$ cat config.mk
export PLATFORM = sky130hd
export DESIGN_NAME = m2s_dma
export DESIGN_NICKNAME = d
export VERILOG_FILES = /design/src/rtl/m2s_dma_pkg.sv /design/src/rtl/m2s_dma_bswap.sv /design/src/rtl/m2s_dma_regs.sv /design/src/rtl/m2s_dma_fetch.sv /design/src/rtl/m2s_dma.sv
export SDC_FILE = /design/constraint.sdc
export NUM_CORES = 1
export LEC_CHECK = 0
export ABC_CLOCK_PERIOD_IN_PS = 4500
export BUFFER_PORTS_ARGS = -buffer_cell sky130_fd_sc_hd__buf_4
export CAP_MARGIN = 20
export CORE_ASPECT_RATIO = 1.4
export CORE_MARGIN = 8
export CORE_UTILIZATION = 60
export DETAILED_ROUTE_END_ITERATION = 8
export PLACE_DENSITY_LB_ADDON = 0.1
export SYNTH_ARGS = -nofsm -noshare
export SYNTH_HDL_FRONTEND = slang
export SYNTH_SLANG_ARGS = --single-unit
$ cat constraint.sdc
create_clock -name clk -period 4.5 [get_ports clk]
set_input_delay 0.45 -clock clk [delete_from_list [all_inputs] [get_ports clk]]
set_output_delay 0.45 -clock clk [all_outputs]
set_load 0.02 [all_outputs]
$ cat src/rtl/m2s_dma_pkg.sv
`timescale 1ns/1ps
// Shared types and encodings for the memory-to-stream read channel.
// Assumes a 32-bit register port with a 3-bit index.
package m2s_dma_pkg;

    typedef enum logic [1:0] {
        ST_IDLE = 2'd0,
        ST_REQ  = 2'd1,
        ST_RESP = 2'd2,
        ST_SEND = 2'd3
    } fetch_st_e;

    localparam logic [2:0] RI_ADDR_LO = 3'd0;
    localparam logic [2:0] RI_ADDR_HI = 3'd1;
    localparam logic [2:0] RI_SIZE    = 3'd2;
    localparam logic [2:0] RI_CTRL    = 3'd3;
    localparam logic [2:0] RI_SUM     = 3'd4;
    localparam logic [2:0] RI_STAT    = 3'd5;

    localparam int CB_PAUSE_MEM  = 0;
    localparam int CB_PAUSE_STRM = 1;
    localparam int CB_FIXED      = 2;
    localparam int CB_SWAP       = 3;
    localparam int CTRL_W        = 4;

endpackage

$ cat src/rtl/m2s_dma_bswap.sv
`timescale 1ns/1ps
// Byte-order reverser: optionally mirrors the byte lanes of a word.
// Assumes WORD_W is a multiple of 8. Purely combinational.
module m2s_dma_bswap #(
    parameter int WORD_W = 32
) (
    input  logic [WORD_W-1:0] din,
    input  logic              swap_i,
    output logic [WORD_W-1:0] dout
);
    localparam int NB = WORD_W / 8;

    logic [WORD_W-1:0] mirrored;

    // Lane b of the output takes lane NB-1-b of the input.
    for (genvar b = 0; b < NB; b++) begin : g_lane
        assign mirrored[b*8 +: 8] = din[(NB-1-b)*8 +: 8];
    end

    // Select mirrored or straight word.
    assign dout = swap_i ? mirrored : din;

endmodule

$ cat src/rtl/m2s_dma_regs.sv
`timescale 1ns/1ps
// Register file and transfer bookkeeping for the read channel.
// Holds the word address, remaining word count, last-word flag, control
// bits, checksum and busy. Steps count and address on each stream beat
// reported by the fetch engine. Assumes beat_i is only high while busy.
module m2s_dma_regs
    import m2s_dma_pkg::*;
#(
    parameter int HI_W  = 17,
    parameter int CNT_W = 27
) (
    input  logic                 clk,
    input  logic                 rst_n,
    input  logic                 reg_we,
    input  logic [2:0]           reg_idx,
    input  logic [31:0]          reg_wdata,
    output logic [31:0]          reg_rdata,
    input  logic                 beat_i,
    input  logic                 fetch_i,
    input  logic [31:0]          fetch_word_i,
    output logic                 busy_o,
    output logic [HI_W+31:0]     addr_o,
    output logic [CTRL_W-1:0]    ctrl_o,
    output logic                 last_flag_o,
    output logic                 final_o,
    output logic                 evt_done_o,
    output logic                 evt_mem_done_o
);
    localparam int AW_W = 30 + HI_W;

    logic [AW_W-1:0]   aw_q;
    logic [CNT_W-1:0]  cnt_q;
    logic              last_q;
    logic              busy_q;
    logic [CTRL_W-1:0] ctrl_q;
    logic [31:0]       sum_q;
    logic              done_q;
    logic              mdone_q;

    logic              wr_size;
    logic [CNT_W-1:0]  new_cnt;

    // Start decode: size writes count only while idle.
    assign wr_size = reg_we && (reg_idx == RI_SIZE) && !busy_q;
    assign new_cnt = reg_wdata[CNT_W+1:2];

    // Transfer state: count, flag, busy, address and completion events.
    always_ff @(posedge clk) begin
        if (!rst_n) begin
            aw_q    <= '0;
            cnt_q   <= '0;
            last_q  <= 1'b0;
            busy_q  <= 1'b0;
            done_q  <= 1'b0;
            mdone_q <= 1'b0;
        end else begin
            done_q  <= 1'b0;
            mdone_q <= 1'b0;
            if (wr_size) begin
                cnt_q  <= new_cnt;
                last_q <= reg_wdata[0];
                if (new_cnt == '0) begin
                    done_q  <= 1'b1;
                    mdone_q <= 1'b1;
                end else begin
                    busy_q <= 1'b1;
                end
            end else if (busy_q && beat_i) begin
                cnt_q <= cnt_q - 1'b1;
                if (!ctrl_q[CB_FIXED]) begin
                    aw_q <= aw_q + 1'b1;
                end
                if (cnt_q == CNT_W'(1)) begin
                    busy_q  <= 1'b0;
                    done_q  <= 1'b1;
                    mdone_q <= 1'b1;
                end
            end
            if (reg_we && reg_idx == RI_ADDR_LO) begin
                aw_q[29:0] <= reg_wdata[31:2];
            end
            if (reg_we && reg_idx == RI_ADDR_HI) begin
                aw_q[AW_W-1:30] <= reg_wdata[HI_W-1:0];
            end
        end
    end

    // Control bits and checksum; a software write wins over accumulation.
    always_ff @(posedge clk) begin
        if (!rst_n) begin
            ctrl_q <= '0;
            sum_q  <= '0;
        end else begin
            if (reg_we && reg_idx == RI_CTRL) begin
                ctrl_q <= reg_wdata[CTRL_W-1:0];
            end
            if (fetch_i) begin
                sum_q <= sum_q + fetch_word_i;
            end
            if (reg_we && reg_idx == RI_SUM) begin
                sum_q <= reg_wdata;
            end
        end
    end

    // Register readback mux.
    always_comb begin
        case (reg_idx)
            RI_ADDR_LO: reg_rdata = {aw_q[29:0], 2'b00};
            RI_ADDR_HI: reg_rdata = {{(32-HI_W){1'b0}}, aw_q[AW_W-1:30]};
            RI_SIZE:    reg_rdata = {{(30-CNT_W){1'b0}}, cnt_q, 1'b0, last_q};
            RI_CTRL:    reg_rdata = {{(32-CTRL_W){1'b0}}, ctrl_q};
            RI_SUM:     reg_rdata = sum_q;
            RI_STAT:    reg_rdata = {31'b0, busy_q};
            default:    reg_rdata = '0;
        endcase
    end

    assign busy_o         = busy_q;
    assign addr_o         = {aw_q, 2'b00};
    assign ctrl_o         = ctrl_q;
    assign last_flag_o    = last_q;
    assign final_o        = (cnt_q == CNT_W'(1));
    assign evt_done_o     = done_q;
    assign evt_mem_done_o = mdone_q;

    // every beat while busy removes exactly one word from the count.
    p_count_step_r5: assert property (@(posedge clk) disable iff (!rst_n)
        (busy_q && beat_i) |=> (cnt_q == $past(cnt_q) - 1'b1));

    // fixed mode leaves the address alone on a beat.
    p_fixed_addr_r5: assert property (@(posedge clk) disable iff (!rst_n)
        (busy_q && beat_i && ctrl_q[CB_FIXED] && !(reg_we &&
         (reg_idx == RI_ADDR_LO || reg_idx == RI_ADDR_HI))) |=> $stable(aw_q));

    // the final beat ends the transfer with both completion pulses.
    p_finish_r6: assert property (@(posedge clk) disable iff (!rst_n)
        (busy_q && beat_i && cnt_q == CNT_W'(1)) |=>
        (!busy_q && evt_done_o && evt_mem_done_o));

    // a zero-length start completes without becoming busy.
    p_zero_start_r4: assert property (@(posedge clk) disable iff (!rst_n)
        (reg_we && reg_idx == RI_SIZE && !busy_q && reg_wdata[CNT_W+1:2] == '0)
        |=> (!busy_q && evt_done_o));

    // a size write during a transfer changes neither count nor flag.
    p_busy_size_ignored_r13: assert property (@(posedge clk) disable iff (!rst_n)
        (busy_q && reg_we && reg_idx == RI_SIZE && !beat_i) |=>
        ($stable(cnt_q) && $stable(last_q)));

endmodule

$ cat src/rtl/m2s_dma_fetch.sv
`timescale 1ns/1ps
// Fetch engine: one memory read per word, then one stream beat.
// Sequence per word: idle -> request -> response capture -> send.
// Assumes memory data and error are valid the cycle after mem_req.
module m2s_dma_fetch
    import m2s_dma_pkg::*;
#(
    parameter int WORD_W = 32
) (
    input  logic              clk,
    input  logic              rst_n,
    input  logic              busy_i,
    input  logic              pause_i,
    input  logic              swap_i,
    input  logic              final_i,
    input  logic              last_flag_i,
    output logic              mem_req,
    input  logic [WORD_W-1:0] mem_rdata,
    input  logic              mem_rerr,
    output logic              fetch_o,
    output logic              beat_o,
    output logic              rd_err_o,
    output logic              m_tvalid,
    input  logic              m_tready,
    output logic [WORD_W-1:0] m_tdata,
    output logic              m_tlast
);
    fetch_st_e         state_q;
    logic [WORD_W-1:0] data_q;
    logic [WORD_W-1:0] shaped;

    m2s_dma_bswap #(.WORD_W(WORD_W)) u_bswap (
        .din    (mem_rdata),
        .swap_i (swap_i),
        .dout   (shaped)
    );

    // Word sequencer and output data holding register.
    always_ff @(posedge clk) begin
        if (!rst_n) begin
            state_q <= ST_IDLE;
            data_q  <= '0;
        end else begin
            case (state_q)
                ST_IDLE: if (busy_i && !pause_i) state_q <= ST_REQ;
                ST_REQ:  state_q <= ST_RESP;
                ST_RESP: begin
                    data_q  <= shaped;
                    state_q <= ST_SEND;
                end
                ST_SEND: if (m_tready) state_q <= ST_IDLE;
                default: state_q <= ST_IDLE;
            endcase
        end
    end

    assign mem_req  = (state_q == ST_REQ);
    assign fetch_o  = (state_q == ST_RESP);
    assign rd_err_o = (state_q == ST_RESP) && mem_rerr;
    assign m_tvalid = (state_q == ST_SEND);
    assign m_tdata  = data_q;
    assign m_tlast  = m_tvalid && final_i && last_flag_i;
    assign beat_o   = m_tvalid && m_tready;

    // a stalled word stays offered and unchanged.
    p_hold_r12: assert property (@(posedge clk) disable iff (!rst_n)
        (m_tvalid && !m_tready) |=> (m_tvalid && $stable(m_tdata)));

    // no fetch leaves idle while a pause bit is set.
    p_pause_r10: assert property (@(posedge clk) disable iff (!rst_n)
        (state_q == ST_IDLE && pause_i) |=> (state_q != ST_REQ));

    // the end marker never appears without a word.
    p_last_valid_r9: assert property (@(posedge clk) disable iff (!rst_n)
        m_tlast |-> (state_q == ST_SEND));

endmodule

$ cat src/rtl/m2s_dma.sv
`timescale 1ns/1ps
// Memory-to-stream DMA read channel, top level.
// Joins the register/bookkeeping block to the fetch engine. Assumes a
// single-cycle-latency memory read port and a valid/ready stream sink.
module m2s_dma
    import m2s_dma_pkg::*;
#(
    parameter int HI_W  = 17,
    parameter int CNT_W = 27
) (
    input  logic            clk,
    input  logic            rst_n,
    input  logic            reg_we,
    input  logic [2:0]      reg_idx,
    input  logic [31:0]     reg_wdata,
    output logic [31:0]     reg_rdata,
    output logic            mem_req,
    output logic [HI_W+31:0] mem_addr,
    input  logic [31:0]     mem_rdata,
    input  logic            mem_rerr,
    output logic            m_tvalid,
    input  logic            m_tready,
    output logic [31:0]     m_tdata,
    output logic            m_tlast,
    output logic            evt_done,
    output logic            evt_mem_done,
    output logic            evt_rd_err
);
    logic              busy;
    logic              beat;
    logic              fetch;
    logic              final_word;
    logic              last_flag;
    logic [CTRL_W-1:0] ctrl;
    logic              paused;

    // Either pause bit holds off new fetches.
    assign paused = ctrl[CB_PAUSE_MEM] | ctrl[CB_PAUSE_STRM];

    m2s_dma_regs #(.HI_W(HI_W), .CNT_W(CNT_W)) u_regs (
        .clk            (clk),
        .rst_n          (rst_n),
        .reg_we         (reg_we),
        .reg_idx        (reg_idx),
        .reg_wdata      (reg_wdata),
        .reg_rdata      (reg_rdata),
        .beat_i         (beat),
        .fetch_i        (fetch),
        .fetch_word_i   (mem_rdata),
        .busy_o         (busy),
        .addr_o         (mem_addr),
        .ctrl_o         (ctrl),
        .last_flag_o    (last_flag),
        .final_o        (final_word),
        .evt_done_o     (evt_done),
        .evt_mem_done_o (evt_mem_done)
    );

    m2s_dma_fetch #(.WORD_W(32)) u_fetch (
        .clk         (clk),
        .rst_n       (rst_n),
        .busy_i      (busy),
        .pause_i     (paused),
        .swap_i      (ctrl[CB_SWAP]),
        .final_i     (final_word),
        .last_flag_i (last_flag),
        .mem_req     (mem_req),
        .mem_rdata   (mem_rdata),
        .mem_rerr    (mem_rerr),
        .fetch_o     (fetch),
        .beat_o      (beat),
        .rd_err_o    (evt_rd_err),
        .m_tvalid    (m_tvalid),
        .m_tready    (m_tready),
        .m_tdata     (m_tdata),
        .m_tlast     (m_tlast)
    );

    // a word is only offered during an active transfer.
    p_valid_needs_busy_r3: assert property (@(posedge clk) disable iff (!rst_n)
        m_tvalid |-> busy);

endmodule

-- Yosys cells after proc, flatten, opt, wreduce, memory -nomap -nowiden
Cells that the tools add are included.
W data, S select, Z words.
- memories: 0
- register bits after elaboration: 147
- bits in latches: 0
- ROM bits: 0
- output and inout port bits: 119
- bits in writable memories: 0
- logic and storage cells: 78
- equality and inequality tests: 16
- $lt $le $gt $ge: 0
- bitwise operators: 1
- div/mod/pow operators: 0
- mux-type cells: 22
- add/subtract/negate cells: 3
- shift operators: 0
- $mul: 0
- reductions and logical operators: 26
- operators by type and width (cell ; count):
    $pmux W32 S6 ; 1
    $mux W47 ; 3
    $mux W32 ; 3
    $mux W27 ; 2
    $add A47 B1 Y47 const B ; 1
    $add A32 B32 Y32 ; 1
    $mux W30 ; 1
    $eq A27 B1 Y1 const B ; 1
    $logic_not A27 Y1 ; 1
    $sub A27 B1 Y27 const B ; 1
    $mux W17 ; 1
    $logic_and A1 B1 Y1 ; 12
    $ne A2 B2 Y1 const B ; 6
    $reduce_bool A2 Y1 ; 5
    $reduce_and A3 Y1 ; 3
    $mux W1 ; 8
    $pmux W2 S4 ; 1
    $eq A3 B2 Y1 const B ; 2
    $eq A3 B3 Y1 const B ; 2
    $eq A2 B2 Y1 const B ; 2
    $mux W2 ; 2
    $eq A3 B1 Y1 const B ; 1
    $logic_not A3 Y1 ; 1
    $eq A2 B1 Y1 const B ; 1
    other kinds (5) ; 6

-- Depth between registers and ports, before layout
Gate-level depths: netlist of the first run.
- depth after elaboration: 6
- gate-level depth with buffers: 11

-- By module
From an unflattened synthesis of the first run, not the netlist that was laid out.
- cell total of the unflattened synthesis: 1242
- area total of the unflattened synthesis: 10178.5 um^2
- modules (own cells, without submodules) (module ; times used ; area an instance (um^2) ; cells an instance):
    m2s_dma_regs ; 1 ; 8182.8 ; 1079
    m2s_dma_fetch ; 1 ; 1445.1 ; 126
    m2s_dma_bswap ; 1 ; 544.3 ; 36
    m2s_dma ; 1 ; 6.3 ; 1

-- Least setup slack after synthesis of the first run
No wires, ideal clock.
- path type: register to output
- from: reg u_regs.cnt_q[9]
- to: out m_tlast
- slack: 1560 ps
- data required time: 4050 ps
- buffers on the path: 2
- data arrival time: 2490 ps
- cell stages (with the launch flop): 9
- cell sequence: dfxtp_1 > or4_4 > or2_1 > buf_6 > or4_4 > buf_6 > nor3_1 > and4b_1 > and3_1
- word-level cells in the longest chain between the ends: 3
- ends and longest elaborated chain (what ; line ; source):
    start: declaration ; m2s_dma_regs.sv:32 ; logic [CNT_W-1:0] cnt_q;
    start signal: assignment ; m2s_dma_regs.sv:60 ; cnt_q <= new_cnt;
    start signal: assignment ; m2s_dma_regs.sv:69 ; cnt_q <= cnt_q - 1'b1;
    $eq A27 B1 Y1 ; m2s_dma_regs.sv:123 ; assign final_o = (cnt_q == CNT_W'(1));
    $logic_and A1 B1 Y1 (2 in series) ; m2s_dma_fetch.sv:62 ; assign m_tlast = m_tvalid && final_i && last_flag_i;
    end: declaration ; m2s_dma.sv:24 ; output logic m_tlast,
Every way passes these cells.

-- Final worst setup path of the first run
Same ends and word-level chain as after synthesis.

==> results.sh, run 1 <==
export IMPL_worstSkewPairLatency_ns=0.43
export IMPL_worst_slew_pin_slew_ns=1.065
export IMPL_antenna_left=0
export IMPL_crit_type="reg2out"
export IMPL_grt_pass1_wl_um=52610
export IMPL_async_flop_share_pct=0
export IMPL_grt_use_total_pct=33.12
export IMPL_setup_viol=0
export IMPL_postCtsSetupBuffers=0
export IMPL_yosys_area_top_type_share_pct=30.78
export IMPL_status="complete, no violations"
export IMPL_worstPathCellList="or4_4 -> or2_1 -> or4_4 -> nor3_1 -> and4b_1 -> and3_1 -> buf_4"
export IMPL_synth_area_leaders="dfxtp_1 (31%), mux2i_1 (8.3%), a211oi_1 (6.9%), nor2_1 (6.9%), a21oi_1 (6.4%)"
export IMPL_critPathMaxFanout=8
export IMPL_cts_sinks=147
export IMPL_num_io_pins=191
export IMPL_rsz0062_at_grt="false"
export IMPL_synth_enable_flop_cells=0
export IMPL_drt_iter0_drc=1005
export IMPL_grt_antenna_before_repair=0
export IMPL_path_common_cell="or4_4"
export IMPL_core_area_um2=15610
export IMPL_nets=1460
export IMPL_yosys_warnings=0
export IMPL_cp_slowest_cell="or4_4"
export IMPL_hold_path_startpoint="reg_wdata[0]"
export IMPL_fill_cells=1275
export IMPL_drive_above_1_share_pct=19.03
export IMPL_yosys_area_top_type="dfxtp_1"
export IMPL_clockBufferDepth=2
export IMPL_slew_headroom_pct=28.80
export IMPL_drcViolationCount=0
export IMPL_row_count=54
export IMPL_die_h_um=165.4
export IMPL_initial_utilization_pct=61.26
export IMPL_syn_to_final_growth_pct=22.50
export IMPL_period_share_pct=77.99
export IMPL_final_min_clock_period_ns=3.510
export IMPL_gp_congestion=0.9497
export IMPL_multiInputGateArea_um2=6226
export IMPL_diodes=0
export IMPL_hold_viol=0
export IMPL_synthFlopType="dfxtp_1"
export IMPL_via_per_inst=6.479
export IMPL_drt_pass1_iter_count=5
export IMPL_fin_hold_ws_ns=0.3078
export IMPL_cts_max_level=4
export IMPL_synthTopCellsByCount="nor2_1 (176), dfxtp_1 (147), a21oi_1 (123)"
export IMPL_cap_violations=0
export IMPL_seqCellArea_um2=2944
export IMPL_arrival_ns=3.06
export IMPL_cts_buffers=17
export IMPL_grt_pass1_vias=9738
export IMPL_syn_inst=1208
export IMPL_worstReg2RegStart="u_regs.sum_q[1]"
export IMPL_die_area_um2=20290
export IMPL_p_leak_nw=4.721
export IMPL_grt_max_degree=72
export IMPL_routedWlPerCell_um=21.99
export IMPL_io_buffers=188
export IMPL_fin_setup_tns_ns=0
export IMPL_vias=10090
export IMPL_slew_violations=0
export IMPL_clkTransAtPathRegs_ns=0.06
export IMPL_startpoint="u_regs.cnt_q[9]"
export IMPL_cpPeakStageDelay_ns=0.57
export IMPL_hpwl_um=25450
export IMPL_fin_skew_ns=0.007447
export IMPL_wl_um=34230
export IMPL_crit_required_ns=4.05
export IMPL_crit_path_start_kind="register"
export IMPL_synth_seq_cells=147
export IMPL_fp_dieW_um=122.7
export IMPL_syn_area_per_cell_um2=7.914
export IMPL_ctsResizeCount=0
export IMPL_cts_tree="yes"
export IMPL_netlist_area_um2=9560
export IMPL_hold_buffers=0
export IMPL_overflow=0
export IMPL_root_buffer="clkbuf_16"
export IMPL_max_freq_mhz=284.9
export IMPL_ys_seq_area_share_pct=30.78
export IMPL_end_kind="primary output"
export IMPL_yosysMostFrequentCell="nor2_1"
export IMPL_hold_class="in2reg"
export IMPL_power_density_nw_per_um2=393.1
export IMPL_synth_distinct_cells=68
export IMPL_irDropWorstVdd_v=0.0003464
[per-stage QoR]
step           util (%)  instance area [um2]  setup WS, ns  power [mW]  cells
5_1_grt           75.04                11710        0.8199       4.798   1557
3_3_place_gp      70.47                11000         1.431       2.911   1524
3_5_place_dp      70.47                11000         1.298       2.932   1524
2_1_floorplan         -                 9564         1.560       2.463   1209
4_1_cts           74.86                11680         1.023       4.588   1556
6_report          75.04                11710        0.9903       4.603   1557
[report_power, final]
group          internal, mW  switching [mW]  total [mW]  leakage (nW)
clock network          1.10           0.570        1.67         0.333
logic                 0.559           0.788        1.35          3.19
registers              1.45           0.139        1.59          1.19
total                  3.11            1.50        4.60          4.72
[critical path, delay by kind of cell, from the launching register on]
family                 cells  cell delay, ns
flip-flops                 1            0.38
AND/OR/NAND/NOR            6            2.09
buffers and inverters      1            0.15
[registers in the layout, indices dropped and copies added (netlist names)]
name / flops
u_fetch.m_tdata: 32
u_fetch.state_q: 2
u_regs.aw_q: 47
u_regs.busy_o: 1
u_regs.cnt_q: 27
u_regs.ctrl_o: 4
u_regs.evt_done_o: 1
u_regs.last_flag_o: 1
u_regs.sum_q: 32
[kinds of logic (layout without fill, tap and decap cells)]
| logic type | count (synthesis) | in the layout | synth area share [%] |
|---|---|---|---|
| compound gates | 349 | 349 | 23.32 |
| simple gates | 423 | 423 | 21.36 |
| xor+xnor | 62 | 62 | 5.680 |
| other cells | 1 | 2 | 0.03922 |
| mux | 86 | 86 | 9.213 |
| buf+inv | 100 | 252 | 4.293 |
| flops | 147 | 147 | 30.78 |
| fa+ha+maj | 40 | 40 | 5.313 |
[per-layer routing]
metal	routed length (um)	up-vias	share of wire [%]	GRT usage (%)
li1	-	4744	-	-
met2	16810	550	49	56.23
met3	2918	123	8.5	6.193
met4	1807	0	5.3	18.57
met5	0	-	0	0
met1	12700	4671	37	38.25
[cell type report]
| cell class | count | area share (%) |
|---|---|---|
| repair buffers | 203 | 13.18 |
| clock inverters | 9 | 1.688 |
| multi-input cells | 962 | 53.16 |
| inverters | 17 | 0.5662 |
| clock buffers | 23 | 4.167 |
| well taps | 196 | 2.094 |
| flip-flops and latches | 147 | 25.14 |
[layout by cell type, fill, tap and decap left out, types with 4 or more instances in the layout]
cell type  instances
buf_4            202
nor2_1           176
dfxtp_1          146
a21oi_1          123
a211oi_1          88
mux2i_1           79
nand2_1           67
o21ai_0           52
ha_1              38
nand3_1           37
xor2_1            32
nor3_1            30
xnor2_1           30
nor4_1            17
clkbuf_16         17
inv_1             15
nand4_1           15
a21o_1            14
and3_1            13
and4_1            12
or3_1             11
o211ai_1          11
nor2b_1           10
o311ai_0           8
a22oi_1            7
a31oi_1            7
a311oi_1           7
mux2_2             6
nand2b_1           6
bufinv_16          6
a2111oi_0          5
a221oi_1           4
and2_1             4
o21a_1             4
or2_2              4
o21bai_1           4
clkbuf_8           4
[worst paths after layout]
path / depth (start not counted) / slack, ns / end
setup reg to reg: 10 / 1.42 / u_regs.sum_q[25]
hold reg to reg: 2 / 0.49 / u_fetch.m_tdata[7]
hold / removal: 3 / 0.31 / u_regs.last_flag_o
setup / recovery: 7 / 0.99 / m_tlast
Note: power is estimated with default switching activity, not from simulation.
==> run 2: changes to the inputs <==
- ABC_CLOCK_PERIOD_IN_PS: 4500 -> 3100
- CORE_UTILIZATION: 60 -> 51
- clock period: 4.5 -> 3.1 ns (I/O delays scaled with it)
==> results.sh, run 2 (synthesis results as in run 1) <==
export IMPL_status="complete, but fails checks"
export IMPL_violations="negative setup slack"
export IMPL_power_mw=6.265
export IMPL_dp_cells=1594
export IMPL_stdcell_count=1626
export IMPL_final_min_clock_period_ns=3.127
export IMPL_busiest_layer="met2"
export IMPL_r2r_slack_ns=0.24
export IMPL_drt_pass1_iter_count=5
export IMPL_end_kind="primary output"
export IMPL_power_frac_seq_pct=36.7
export IMPL_antenna_left=0
export IMPL_grt_pass1_vias=9724
export IMPL_cts_buffers=17
export IMPL_clockBufferDepth=2
export IMPL_hold_class="in2reg"
export IMPL_slew_headroom_pct=56.39
export IMPL_worstSkewPairLatency_ns=0.44
export IMPL_crit_type="reg2out"
export IMPL_vias=10170
export IMPL_syn_to_final_growth_pct=23.74
export IMPL_hpwl_um=26760
export IMPL_p_leak_nw=4.774
export IMPL_wl_um=35510
export IMPL_root_buffer="clkbuf_16"
export IMPL_grt_pass1_wl_um=54280
export IMPL_grt_max_degree=102
export IMPL_crit_path_start_kind="register"
export IMPL_place_area_um2=11260
export IMPL_cts_max_level=4
export IMPL_clkTransAtPathRegs_ns=0.06
export IMPL_cts_sinks=147
export IMPL_cap_violations=0
export IMPL_fin_skew_ns=0.01127
export IMPL_layout_commonest_cell="buf_4"
export IMPL_grt_use_met2_pct=50.85
export IMPL_top_register="u_regs.aw_q"
export IMPL_initial_utilization_pct=51.80
export IMPL_io_buffers=188
export IMPL_irDropWorstVdd_v=0.0003390
export IMPL_drt_iter0_drc=865
export IMPL_arrival_ns=2.82
export IMPL_crit_required_ns=2.79
export IMPL_grt_use_total_pct=29.27
export IMPL_switching_share_pct=34.97
export IMPL_final_util_pct=64.10
export IMPL_gp_congestion=0.9642
export IMPL_hold_viol=0
export IMPL_largest_reg_flops=47
export IMPL_p_int_mw=4.074
export IMPL_drcViolationCount=0
export IMPL_design_area_um2=11830
export IMPL_period_share_pct=100.9
export IMPL_routedWlPerCell_um=21.84
export IMPL_clkPwrFrac_pct=31.5
export IMPL_core_area_um2=18460
export IMPL_slew_violations=0
export IMPL_row_count=59
export IMPL_die_area_um2=23450
export IMPL_grt_antenna_before_repair=0
export IMPL_fp_dieW_um=131.7
export IMPL_via_per_inst=6.254
export IMPL_hold_buffers=0
export IMPL_grtUsageMet3_pct=4.791
export IMPL_cts_tree="yes"
export IMPL_critPathMaxFanout=7
export IMPL_die_h_um=178
export IMPL_worst_slew_pin_slew_ns=0.6541
export IMPL_use_met1_pct=33.92
export IMPL_power_density_nw_per_um2=529.6
export IMPL_overflow=0
export IMPL_layout_common_cells="buf_4 (222), nor2_1 (176), dfxtp_1 (145), a21oi_1 (123), a211oi_1 (88)"
export IMPL_p_switching_mw=2.191
export IMPL_diodes=0
export IMPL_p_comb_share_pct=31.9
export IMPL_drive_above_1_share_pct=20.41
export IMPL_fin_ws_ns=-0.02703
export IMPL_setup_viol=1
export IMPL_max_freq_mhz=319.8
export IMPL_num_io_pins=191
export IMPL_nets=1482
export IMPL_rsz0062_at_grt="true"
export IMPL_place_ws_ns=0.1904
run 2: area by class of cell:
class	count	area (um2)
fillers	1746	6625
clock buffers	22	464.2
flip-flops and latches	147	2945
inverters	17	66.31
repair buffers	225	1727
well taps	244	305.3
multi-input cells	962	6240
clock inverters	9	82.58
run 2: final timing paths:
path	end	depth (start not counted)	startpoint
worst min-delay path	u_regs.last_flag_o	3	reg_wdata[0]
worst max-delay path	m_tlast	7	u_regs.cnt_q[10]
worst max register to register	u_regs.cnt_q[26]	7	u_regs.cnt_q[10]
worst min register to register	u_regs.last_flag_o	2	u_regs.last_flag_o
run 2: worst max-delay path, cell delays in order, from the launching register on:
cell     delay (ns)
dfxtp_2        0.34
or4_4          0.53
or2_4          0.28
or4_4          0.49
nor3_4         0.16
and4b_1        0.24
and3_1         0.19
buf_4          0.15
run 2: power groups by stage:
| stage | clock [mW] | sequential (mW) | combinational, mW |
|---|---|---|---|
| floorplan | 0 | 2.42 | 1.15 |
| global placement | 0 | 2.33 | 1.94 |
| detailed placement | 0 | 2.33 | 1.97 |
| CTS | 1.98 | 2.29 | 1.99 |
| global route | 2.08 | 2.32 | 2.18 |
| finish | 1.97 | 2.30 | 2.00 |
run 2: metrics by stage:
stage / TNS, ns / hold WS [ns]
final: -0.02703 / 0.1794
after global placement: 0 / 0.4747
after global routing: -0.07580 / 0.1893
after floorplan: 0 / 0.4424
after detailed placement: 0 / 0.4748
after CTS: 0 / 0.1607
run 2: what timing repair did:
action	CTS	global route
endpoints found under the setup margin	1	1
gates resized for setup	4	0
gates cloned	0	0
setup buffers	1	0
pin swaps	1	0
run 2: layer usage:
metal,vias up,wire length (um)
met3,108,2273
met2,454,17470
met4,0,1742
li1,4784,-
met5,-,0
met1,4823,14030
==> run 3: changes to the inputs <==
- GPL_ROUTABILITY_DRIVEN: unset -> 0
- SETUP_SLACK_MARGIN: unset -> 0.15
==> results.sh, run 3 (synthesis results as in run 1) <==
export IMPL_status="complete, but fails checks"
export IMPL_violations="negative setup slack"
export IMPL_clkTransAtPathRegs_ns=0.06
export IMPL_startpoint="u_regs.cnt_q[10]"
export IMPL_fin_ws_ns=-0.02320
export IMPL_worst_slew_pin_slew_ns=0.6492
export IMPL_layout_commonest_cell="buf_4"
export IMPL_core_area_um2=18460
export IMPL_worstReg2RegStart="u_regs.cnt_q[10]"
export IMPL_grt_use_total_pct=28.95
export IMPL_place_ws_ns=0.1830
export IMPL_die_area_um2=23450
export IMPL_layout_common_cells="buf_4 (222), nor2_1 (176), dfxtp_1 (145), a21oi_1 (122), a211oi_1 (88)"
export IMPL_num_io_pins=191
export IMPL_drt_pass1_iter_count=7
export IMPL_final_min_clock_period_ns=3.123
export IMPL_power_density_nw_per_um2=551.6
export IMPL_r2r_cells=7
export IMPL_cap_violations=0
export IMPL_drcViolationCount=0
export IMPL_via_per_inst=6.171
export IMPL_design_area_um2=11950
export IMPL_slew_headroom_pct=56.72
export IMPL_cts_buffers=17
export IMPL_wl_um=34810
export IMPL_cts_tree="yes"
export IMPL_crit_path_start_kind="register"
export IMPL_hold_viol=0
export IMPL_end_kind="primary output"
export IMPL_p_leak_nw=4.830
export IMPL_drive_above_1_share_pct=21.07
export IMPL_overflow=0
export IMPL_cts_max_level=4
export IMPL_clockBufferDepth=2
export IMPL_antenna_left=0
export IMPL_fp_dieW_um=131.7
export IMPL_arrival_ns=2.81
export IMPL_hpwl_um=26200
export IMPL_rsz0062_at_grt="true"
export IMPL_place_area_um2=11250
export IMPL_crit_required_ns=2.79
export IMPL_largest_reg_flops=47
export IMPL_slew_violations=0
export IMPL_setup_viol=1
export IMPL_critPathMaxFanout=7
export IMPL_rr_endpoint="u_regs.cnt_q[26]"
export IMPL_top_register="u_regs.aw_q"
export IMPL_root_buffer="clkbuf_16"
export IMPL_r2r_slack_ns=0.32
export IMPL_nets=1482
export IMPL_drt_iter0_drc=838
export IMPL_grt_pass1_vias=9872
export IMPL_grt_pass1_wl_um=54190
export IMPL_worstSkewPairLatency_ns=0.44
export IMPL_fin_skew_ns=0.006726
export IMPL_syn_to_final_growth_pct=25.04
export IMPL_die_h_um=178
export IMPL_period_share_pct=100.7
export IMPL_vias=10030
export IMPL_diodes=0
export IMPL_initial_utilization_pct=51.80
export IMPL_max_freq_mhz=320.2
export IMPL_irDropWorstVdd_v=0.0002929
export IMPL_crit_type="reg2out"
export IMPL_row_count=59
export IMPL_fin_setup_tns_ns=-0.02320
export IMPL_grt_antenna_before_repair=0
export IMPL_cts_sinks=147
export IMPL_hold_class="in2reg"
export IMPL_worstSetupEndpoint="m_tlast"
export IMPL_io_buffers=188
export IMPL_power_mw=6.594
export IMPL_routedWlPerCell_um=21.42
export IMPL_grt_max_degree=60
[run 3: how the worst min path moves through the flow]
| stage | to | depth (start not counted) | from |
|---|---|---|---|
| 3_5_place_dp | u_fetch.m_tdata[17] | 2 | u_fetch.m_tdata[17] |
| 5_1_grt | u_regs.cnt_q[25] | 3 | reg_wdata[27] |
| 3_3_place_gp | u_regs.last_flag_o | 2 | u_regs.last_flag_o |
| 4_1_cts | u_regs.ctrl_o[0] | 3 | reg_wdata[0] |
| 6_report | u_regs.last_flag_o | 3 | reg_wdata[0] |
| 2_1_floorplan | u_regs.last_flag_o | 2 | u_regs.last_flag_o |
[run 3: stage by stage]
stage               instances  util [%]  hold WS (ns)
finish                   1625     64.77        0.1706
global route             1625     64.77        0.1891
CTS                      1625     64.62        0.1635
detailed placement       1594     60.95        0.4808
global placement         1594     60.95        0.4723
floorplan                1209         -        0.4424
[run 3: power by group]
part	switching (mW)	total, mW	internal (mW)
logic	1.15	1.97	0.828
clock network	0.839	2.32	1.48
registers	0.197	2.30	2.10
[run 3: layer usage]
layer / up-vias / global-route usage [%] / wire [um]
met5: - / 0 / 0
met4: 0 / 15.84 / 1524
met3: 105 / 6.370 / 2407
met2: 410 / 49.71 / 17120
met1: 4730 / 33.08 / 13760
li1: 4783 / - / -
[run 3: cell type report]
cell class / count / area [um2]
Fill cell: 1698 / 6501
Clock inverter: 10 / 180.2
Inverter: 17 / 66.31
Multi-Input combinational cell: 962 / 6272
Timing Repair Buffer: 225 / 1718
Tap cell: 244 / 305.3
Clock buffer: 20 / 466.7
Sequential cell: 147 / 2945
[run 3: worst max-delay path, stage by stage, from the launching register on]
cell     delay, ns
dfxtp_2       0.35
or4_4         0.53
or2_4         0.28
or4_4         0.49
nor3_4        0.16
and4b_1       0.25
and3_4        0.21
buf_6         0.11
[run 3: repair_timing]
action                                  4_1_cts  5_1_grt
pin swaps                                     1        0
hold buffers                                  0        0
buffers inserted                              1        0
resized for setup                             6        7
gates cloned                                  0        0
endpoints found under the setup margin        1        6
